**config.mk**
```make
export PLATFORM = sky130hd
export DESIGN_NAME = warmup_qualifier
export DESIGN_NICKNAME = d
export VERILOG_FILES = /design/src/rtl/wq_pkg.sv /design/src/rtl/wq_sample_eval.sv /design/src/rtl/wq_phase_ctl.sv /design/src/rtl/wq_ttw.sv /design/src/rtl/warmup_qualifier.sv
export SDC_FILE = /design/constraint.sdc
export NUM_CORES = 1
export LEC_CHECK = 0
export BUFFER_PORTS_ARGS = -buffer_cell sky130_fd_sc_hd__buf_2
export CAP_MARGIN = 20
export CORE_UTILIZATION = 53
export DETAILED_ROUTE_END_ITERATION = 7
export PLACE_DENSITY = 0.76
export RECOVER_POWER = 100
export SLEW_MARGIN = 40
export SYNTH_ARGS = -nofsm -noshare
export SYNTH_HDL_FRONTEND = slang
export SYNTH_SLANG_ARGS = --single-unit
```
**constraint.sdc**
```tcl
create_clock -name clk -period 4.43 [get_ports clk]
set_clock_uncertainty 0.2 [all_clocks]
set_input_delay 0 -clock clk [delete_from_list [all_inputs] [get_ports clk]]
set_output_delay 0 -clock clk [all_outputs]
set_load 0.05 [all_outputs]
```
**src/rtl/wq_pkg.sv**
```systemverilog
package wq_pkg;
  typedef enum logic [1:0] {
    PH_TRANSIENT = 2'd0,
    PH_SETTLING  = 2'd1,
    PH_QUALIFIED = 2'd2
  } wq_phase_e;
endpackage

```
**src/rtl/wq_sample_eval.sv**
```systemverilog
// Sample capture, window test and per-minute drift test.
module wq_sample_eval #(
  parameter int ERR_W = 16
) (
  input  logic                    clk,
  input  logic                    rst_n,
  input  logic                    restart,
  input  logic                    minute_tick,
  input  logic                    smp_valid,
  input  logic signed [ERR_W-1:0] smp_err,
  input  logic [ERR_W-1:0]        win_lim,
  input  logic [ERR_W-1:0]        rate_lim,
  output logic                    accept,
  output logic                    acc_in_win,
  output logic                    tick_eval,
  output logic                    tick_pass,
  output logic                    tick_slope_ok
);
  localparam int DW = ERR_W + 1;

  logic signed [ERR_W-1:0] last_q, prev_q, cur;
  logic                    have_q, prev_ok_q;
  logic signed [DW-1:0]    diff;
  logic [DW-1:0]           slope;
  logic [ERR_W-1:0]        smp_mag, cur_mag;

  function automatic logic [ERR_W-1:0] magnitude(input logic signed [ERR_W-1:0] v);
    magnitude = v[ERR_W-1] ? ((~v) + {{(ERR_W-1){1'b0}}, 1'b1}) : v;
  endfunction

  assign accept  = smp_valid && !restart;
  assign cur     = accept ? smp_err : last_q;
  assign smp_mag = magnitude(smp_err);
  assign cur_mag = magnitude(cur);

  // widened difference so opposite full-scale values cannot wrap
  assign diff  = {cur[ERR_W-1], cur} - {prev_q[ERR_W-1], prev_q};
  assign slope = diff[DW-1] ? ((~diff) + {{(DW-1){1'b0}}, 1'b1}) : diff;

  assign acc_in_win    = accept && (smp_mag <= win_lim);
  assign tick_slope_ok = prev_ok_q && (slope <= {1'b0, rate_lim});
  assign tick_eval     = minute_tick && !restart && (have_q || accept);
  assign tick_pass     = (cur_mag <= win_lim) && tick_slope_ok;

  always_ff @(posedge clk or negedge rst_n) begin
    if (!rst_n) begin
      last_q    <= '0;
      prev_q    <= '0;
      have_q    <= 1'b0;
      prev_ok_q <= 1'b0;
    end else if (restart) begin
      have_q    <= 1'b0;
      prev_ok_q <= 1'b0;
    end else begin
      if (accept) begin
        last_q <= smp_err;
        have_q <= 1'b1;
      end
      if (tick_eval) begin
        prev_q    <= cur;
        prev_ok_q <= 1'b1;
      end
    end
  end
endmodule

```
**src/rtl/wq_phase_ctl.sv**
```systemverilog
// Phase sequencing, soak counting, idle supervision and learn strobe.
module wq_phase_ctl
  import wq_pkg::*;
#(
  parameter int SOAK_W = 8,
  parameter int IDLE_W = 8
) (
  input  logic              clk,
  input  logic              rst_n,
  input  logic              restart,
  input  logic              minute_tick,
  input  logic              accept,
  input  logic              acc_in_win,
  input  logic              tick_eval,
  input  logic              tick_pass,
  input  logic              tick_slope_ok,
  input  logic [SOAK_W-1:0] soak_min,
  input  logic [IDLE_W-1:0] idle_lim,
  output wq_phase_e         phase,
  output logic              learn_en
);
  localparam logic [SOAK_W-1:0] SOAK_MAX = {SOAK_W{1'b1}};
  localparam logic [IDLE_W-1:0] IDLE_MAX = {IDLE_W{1'b1}};

  wq_phase_e         phase_q, phase_d;
  logic [SOAK_W-1:0] soak_q, soak_d, soak_inc;
  logic [IDLE_W-1:0] idle_q, idle_d, idle_inc;
  logic              starve, learn_q, learn_d;

  assign soak_inc = (soak_q == SOAK_MAX) ? soak_q : soak_q + 1'b1;
  assign idle_inc = (idle_q == IDLE_MAX) ? idle_q : idle_q + 1'b1;
  assign starve   = minute_tick && !accept && (idle_lim != '0) && (idle_inc >= idle_lim);

  always_comb begin
    phase_d = phase_q;
    soak_d  = soak_q;
    idle_d  = idle_q;
    learn_d = acc_in_win && (phase_q == PH_QUALIFIED);

    if (accept)           idle_d = '0;
    else if (minute_tick) idle_d = idle_inc;

    unique case (phase_q)
      PH_TRANSIENT: begin
        if (tick_eval && tick_slope_ok) phase_d = PH_SETTLING;
      end
      default: begin
        if ((accept && !acc_in_win) || starve) begin
          phase_d = PH_SETTLING;
          soak_d  = '0;
        end else if (tick_eval) begin
          if (tick_pass) begin
            soak_d = soak_inc;
            if (soak_inc >= soak_min) phase_d = PH_QUALIFIED;
          end else begin
            phase_d = PH_SETTLING;
            soak_d  = '0;
          end
        end
      end
    endcase
  end

  always_ff @(posedge clk or negedge rst_n) begin
    if (!rst_n) begin
      phase_q <= PH_TRANSIENT;
      soak_q  <= '0;
      idle_q  <= '0;
      learn_q <= 1'b0;
    end else if (restart) begin
      phase_q <= PH_TRANSIENT;
      soak_q  <= '0;
      idle_q  <= '0;
      learn_q <= 1'b0;
    end else begin
      phase_q <= phase_d;
      soak_q  <= soak_d;
      idle_q  <= idle_d;
      learn_q <= learn_d;
    end
  end

  assign phase    = phase_q;
  assign learn_en = learn_q;
endmodule

```
**src/rtl/wq_ttw.sv**
```systemverilog
// Minute count since restart and latched time-to-window.
module wq_ttw #(
  parameter int TTW_W = 10
) (
  input  logic             clk,
  input  logic             rst_n,
  input  logic             restart,
  input  logic             minute_tick,
  input  logic             acc_in_win,
  output logic [TTW_W-1:0] ttw_minutes,
  output logic             ttw_valid
);
  localparam logic [TTW_W-1:0] TTW_MAX = {TTW_W{1'b1}};

  logic [TTW_W-1:0] elapsed_q, ttw_q;
  logic             valid_q;

  always_ff @(posedge clk or negedge rst_n) begin
    if (!rst_n) begin
      elapsed_q <= '0;
      ttw_q     <= '0;
      valid_q   <= 1'b0;
    end else if (restart) begin
      elapsed_q <= '0;
      ttw_q     <= '0;
      valid_q   <= 1'b0;
    end else begin
      if (minute_tick && elapsed_q != TTW_MAX) elapsed_q <= elapsed_q + 1'b1;
      if (!valid_q && acc_in_win) begin
        ttw_q   <= elapsed_q;
        valid_q <= 1'b1;
      end
    end
  end

  assign ttw_minutes = ttw_q;
  assign ttw_valid   = valid_q;
endmodule

```
**src/rtl/warmup_qualifier.sv**
```systemverilog
module warmup_qualifier
  import wq_pkg::*;
#(
  parameter int ERR_W  = 16,
  parameter int TTW_W  = 10,
  parameter int SOAK_W = 8,
  parameter int IDLE_W = 8
) (
  input  logic                    clk,
  input  logic                    rst_n,
  input  logic                    restart,
  input  logic                    minute_tick,
  input  logic                    smp_valid,
  output logic                    smp_ready,
  input  logic signed [ERR_W-1:0] smp_err,
  input  logic [ERR_W-1:0]        win_lim,
  input  logic [ERR_W-1:0]        rate_lim,
  input  logic [SOAK_W-1:0]       soak_min,
  input  logic [IDLE_W-1:0]       idle_lim,
  output logic [1:0]              phase,
  output logic                    qualified,
  output logic                    ttw_valid,
  output logic [TTW_W-1:0]        ttw_minutes,
  output logic                    learn_en
);
  logic      accept, acc_in_win, tick_eval, tick_pass, tick_slope_ok;
  wq_phase_e phase_st;

  assign smp_ready = !restart;

  wq_sample_eval #(.ERR_W(ERR_W)) u_eval (
    .clk           (clk),
    .rst_n         (rst_n),
    .restart       (restart),
    .minute_tick   (minute_tick),
    .smp_valid     (smp_valid),
    .smp_err       (smp_err),
    .win_lim       (win_lim),
    .rate_lim      (rate_lim),
    .accept        (accept),
    .acc_in_win    (acc_in_win),
    .tick_eval     (tick_eval),
    .tick_pass     (tick_pass),
    .tick_slope_ok (tick_slope_ok)
  );

  wq_phase_ctl #(.SOAK_W(SOAK_W), .IDLE_W(IDLE_W)) u_phase (
    .clk           (clk),
    .rst_n         (rst_n),
    .restart       (restart),
    .minute_tick   (minute_tick),
    .accept        (accept),
    .acc_in_win    (acc_in_win),
    .tick_eval     (tick_eval),
    .tick_pass     (tick_pass),
    .tick_slope_ok (tick_slope_ok),
    .soak_min      (soak_min),
    .idle_lim      (idle_lim),
    .phase         (phase_st),
    .learn_en      (learn_en)
  );

  wq_ttw #(.TTW_W(TTW_W)) u_ttw (
    .clk         (clk),
    .rst_n       (rst_n),
    .restart     (restart),
    .minute_tick (minute_tick),
    .acc_in_win  (acc_in_win),
    .ttw_minutes (ttw_minutes),
    .ttw_valid   (ttw_valid)
  );

  assign phase     = phase_st;
  assign qualified = (phase_st == PH_QUALIFIED);
endmodule

```
==> reports/qor.yml <==
grt:
  grt_max_degree: 75
  antenna_found_initial: 0
  grt_use_total_pct: 27.43
  gr-total-overflow: 0
  grt_pass1_wl_mm: 29.70
  grt_pass1_vias: 6390
sta:
  hold_violations: 0
  finalSetupViolations: 10
  fin_ws_ns: -0.3903
  fin_crit_ns: 4.820
  drv_slew: 75
  fin_crit_sh_pct: 108.8
  fmax_mhz: 207.5
  worstMarginPinSlew_ns: 1.847
  slew_headroom_pct: -23.13
  rsz0062_at_grt: "yes"
  setup-tns-final_ns: -3.599
setup_path:
  cp-end-kind: "flop"
  worstPathRequired_ns: 4.51
  r2r-end: "u_phase.soak_q[5]$_DFFE_PN0P_"
  critPathMaxFanout: 6
  reg2reg_slack_ns: -0.39
  r2r-start: "u_eval.last_q[0]$_DFFE_PN0N_"
  startpoint_type: "flop"
  slowest_delay_ns: 0.40
  worstRegToRegCells: 21
  path_cells: "mux2i_4, ha_2, inv_2, fa_2, a211oi_4, o21ai_4, a21o_1, or3_4, nor3_4, and3_4, a31oi_4, xor2_1, ha_1, and4_1, nand4_1, o22ai_2, a22oi_2, a211o_1, a211oi_4, buf_2, a32o_1"
  cp_common_cell: "a211oi_4"
  cpMaxStageDelayCell: "dfrtp_1"
  crit_type: "reg -> reg"
  worstPathArrival_ns: 4.90
cts:
  ctsLongestPathBuffers: 2
  root_buffer: "clkbuf_16"
  cts_tree: "done"
  clkLatencyLatePin_ns: 0.34
  htree_levels: 3
  clkSinkCount: 74
  cts.clk_slew.worst_paths_ns: 0.07
  cts_made_buffers: 9
cells_and_area:
  fillers: 1011
  area_delta_synth_final_pct: 29.89
  utilization_pct: 71.30
  diodes: 0
  final_nets: 1206
  final_cells: 1227
  drive_above_1_share_pct: 25.31
floorplanning:
  fp.coreArea_um2: 12770
  top_level_ports: 85
  start_util_pct: 54.89
  row_count: 41
  die_area_um2: 13690
  die_h_um: 117.0
  fp.dieW_um: 117.0
routing:
  viasPerCell: 5.465
  drt-wirelength-per-cell_um: 14.76
  antenna_left: 0
  wl_mm: 18.11
  drtIter0Drc: 509
  drcViolationCount: 0
  num_vias: 6706
  firstDrtPassIters: 5
pwr:
  power.sequential.fraction_pct: 19.2
  p_switching_mw: 1.597
  switching_share_pct: 40.04
  p_comb_share_pct: 61.4
  power_density_nw_per_um2: 437.9
  ir_drop_mv: 0.3440
  intPower_mw: 2.391
  pwr-share-clk_pct: 19.4
  p_leak_nw: 4.435
synth:
  synth_fa_ha_area_share_pct: 15.63
  synthTopCellsByCount: "inv_1 (91), ha_1 (86), nor2_1 (81)"
  netlist_area_um2: 7012
  synth_compound_area_share_pct: 19.27
  synth_xor_area_share_pct: 8.494
  synthSimpleGateAreaFrac_pct: 18.31
  ys.flop_type: "dfrtp_1"
  synth_top_family_by_area: "compound AO/OA/AOI/OAI gates"
  syn_inst: 836
  synthArstFlopShare_pct: 100.0
  synth_mux_area_share_pct: 5.175
  yosysTopAreaCell: "dfrtp_1"
  post-synth-top-count-cell: "inv_1"
  synth_seq_cells: 74
  yosys-top-cells-area: "dfrtp_1 (26%), ha_1 (15%), xnor2_1 (6.2%)"
  ys_seq_area_share_pct: 26.41
  yosysWarningCount: 0
  synth.avg_cell_area_um2: 8.387
  synth_cell_types: 80
  synth_edf_count: 0
  yosysTopAreaCellShare_pct: 26.41
  synth_nets: 992
placement:
  io_buffers: 84
  dp_cells: 1181
  post-dp-hpwl_mm: 13.61
  place_congestion: 0.8673
worst_hold_path:
  hold-path-endpoint: "u_eval.last_q[3]$_DFFE_PN0N_"
  whs_path_depth: 4
  hp-class: "in -> reg"
  worstHoldStart: "restart"
outcome:
  status: "finished with violations"
  violations: "max-capacitance violations, max-slew violations, negative setup slack"
flow_run:
  drv_cap: 1
worst max-delay path by stage:
stage / from / to / cells past startpoint / slack, ns
3_3_place_gp: restart / u_phase.soak_q[0]$_DFFE_PN0P_ / 27 / -0.43
3_5_place_dp: restart / u_phase.soak_q[0]$_DFFE_PN0P_ / 24 / -0.57
4_1_cts: u_eval.last_q[0]$_DFFE_PN0N_ / u_phase.soak_q[0]$_DFFE_PN0P_ / 22 / -0.31
5_1_grt: u_eval.last_q[0]$_DFFE_PN0N_ / u_phase.soak_q[5]$_DFFE_PN0P_ / 22 / -0.66
2_1_floorplan: smp_valid / u_phase.soak_q[0]$_DFFE_PN0P_ / 25 / -0.24
6_report: u_eval.last_q[0]$_DFFE_PN0N_ / u_phase.soak_q[5]$_DFFE_PN0P_ / 21 / -0.39
registers in the layout (all words and copies together), names as in the netlist, 2 cells and up:
register,flops
u_eval.last_q,16
u_eval.prev_q,16
u_phase.idle_q,8
u_phase.phase,2
u_phase.soak_q,8
u_ttw.elapsed_q,10
u_ttw.ttw_minutes,10
metal layers:
layer	track usage [%]	share of wire (%)	vias up
li1	-	-	3389
met1	37.06	47	3106
met2	46.04	47	173
met3	3.193	3.5	38
met4	8.776	2.1	0
met5	0	0	-
final cells by class:
type / count / area, µm² / share of cell area (%)
Clock buffer: 9 / 225.2 / 2.473
Clock inverter: 7 / 83.83 / 0.9205
Inverter: 92 / 345.3 / 3.792
Multi-Input combinational cell: 644 / 4868 / 53.46
Sequential cell: 74 / 1852 / 20.33
Tap cell: 172 / 215.2 / 2.363
Timing Repair Buffer: 229 / 1518 / 16.66
cell families (layout without fill, tap and decap cells):
logic type	Yosys count	count (layout)
simple gates	262	262
compound gates	194	194
buf+inv	118	337
fa+ha+maj	87	87
flops	74	74
xor+xnor	68	68
mux	33	33
worst max-delay path: cells and delay by family, from the launching register on:
kind                       cells  cell delay [ns]
xor gates and xnor gates       1             0.15
adders and majority gates      3             0.88
and+or+nand+nor                5             1.02
buffers and inverters          2             0.23
muxes                          1             0.16
AOI/OAI and AO/OA              9             1.74
DFF                            1             0.40
what timing repair did:
item	4_1_cts	5_1_grt
resized for setup	14	13
endpoints found under the setup margin	10	10
setup buffers	6	2
pin swaps	3	1
cloned	1	0
hold buffers	21	0
hold endpoints to repair	114	0
power groups by stage:
stage / Combinational, mW / Sequential, mW / Clock (mW)
after floorplan: 1.40 / 0.778 / 0
after global placement: 2.19 / 0.773 / 0
after detailed placement: 2.23 / 0.775 / 0
after CTS: 2.36 / 0.764 / 0.777
after global routing: 2.69 / 0.770 / 0.806
final: 2.45 / 0.765 / 0.773
per-stage QoR:
stage / hold WS, ns / power, mW / setup slack [ns] / cell area (µm²)
final: 0.01818 / 3.988 / -0.3903 / 9107
after global routing: 0.03084 / 4.269 / -0.6581 / 9107
after CTS: 0.01593 / 3.906 / -0.3114 / 9105
after detailed placement: -0.1278 / 3.008 / -0.5716 / 8474
after global placement: -0.002830 / 2.960 / -0.4292 / 8471
after floorplan: -0.4956 / 2.182 / -0.2444 / 7103
cell usage in the layout, fill, tap and decap left out, drive strengths merged, types with 3 or more instances in the layout:
| master | count |
|---|---|
| a2111o | 3 |
| a211oi | 8 |
| a21o | 18 |
| a21oi | 48 |
| a311o | 3 |
| a31oi | 4 |
| a32o | 6 |
| and2 | 5 |
| and4 | 3 |
| buf | 180 |
| clkbuf | 37 |
| dfrtp | 74 |
| dlygate4sd3 | 21 |
| ha | 86 |
| inv | 96 |
| mux2 | 20 |
| mux2i | 13 |
| nand2 | 64 |
| nand2b | 10 |
| nand3 | 28 |
| nand4 | 18 |
| nor2 | 82 |
| nor2b | 7 |
| nor3 | 16 |
| nor4 | 6 |
| o2111ai | 3 |
| o211a | 3 |
| o211ai | 7 |
| o21a | 8 |
| o21ai | 49 |
| o31ai | 9 |
| o41ai | 3 |
| or2 | 3 |
| or3 | 8 |
| or4 | 3 |
| xnor2 | 50 |
| xor2 | 18 |
No activity file was read; power rests on OpenSTA's default activity.
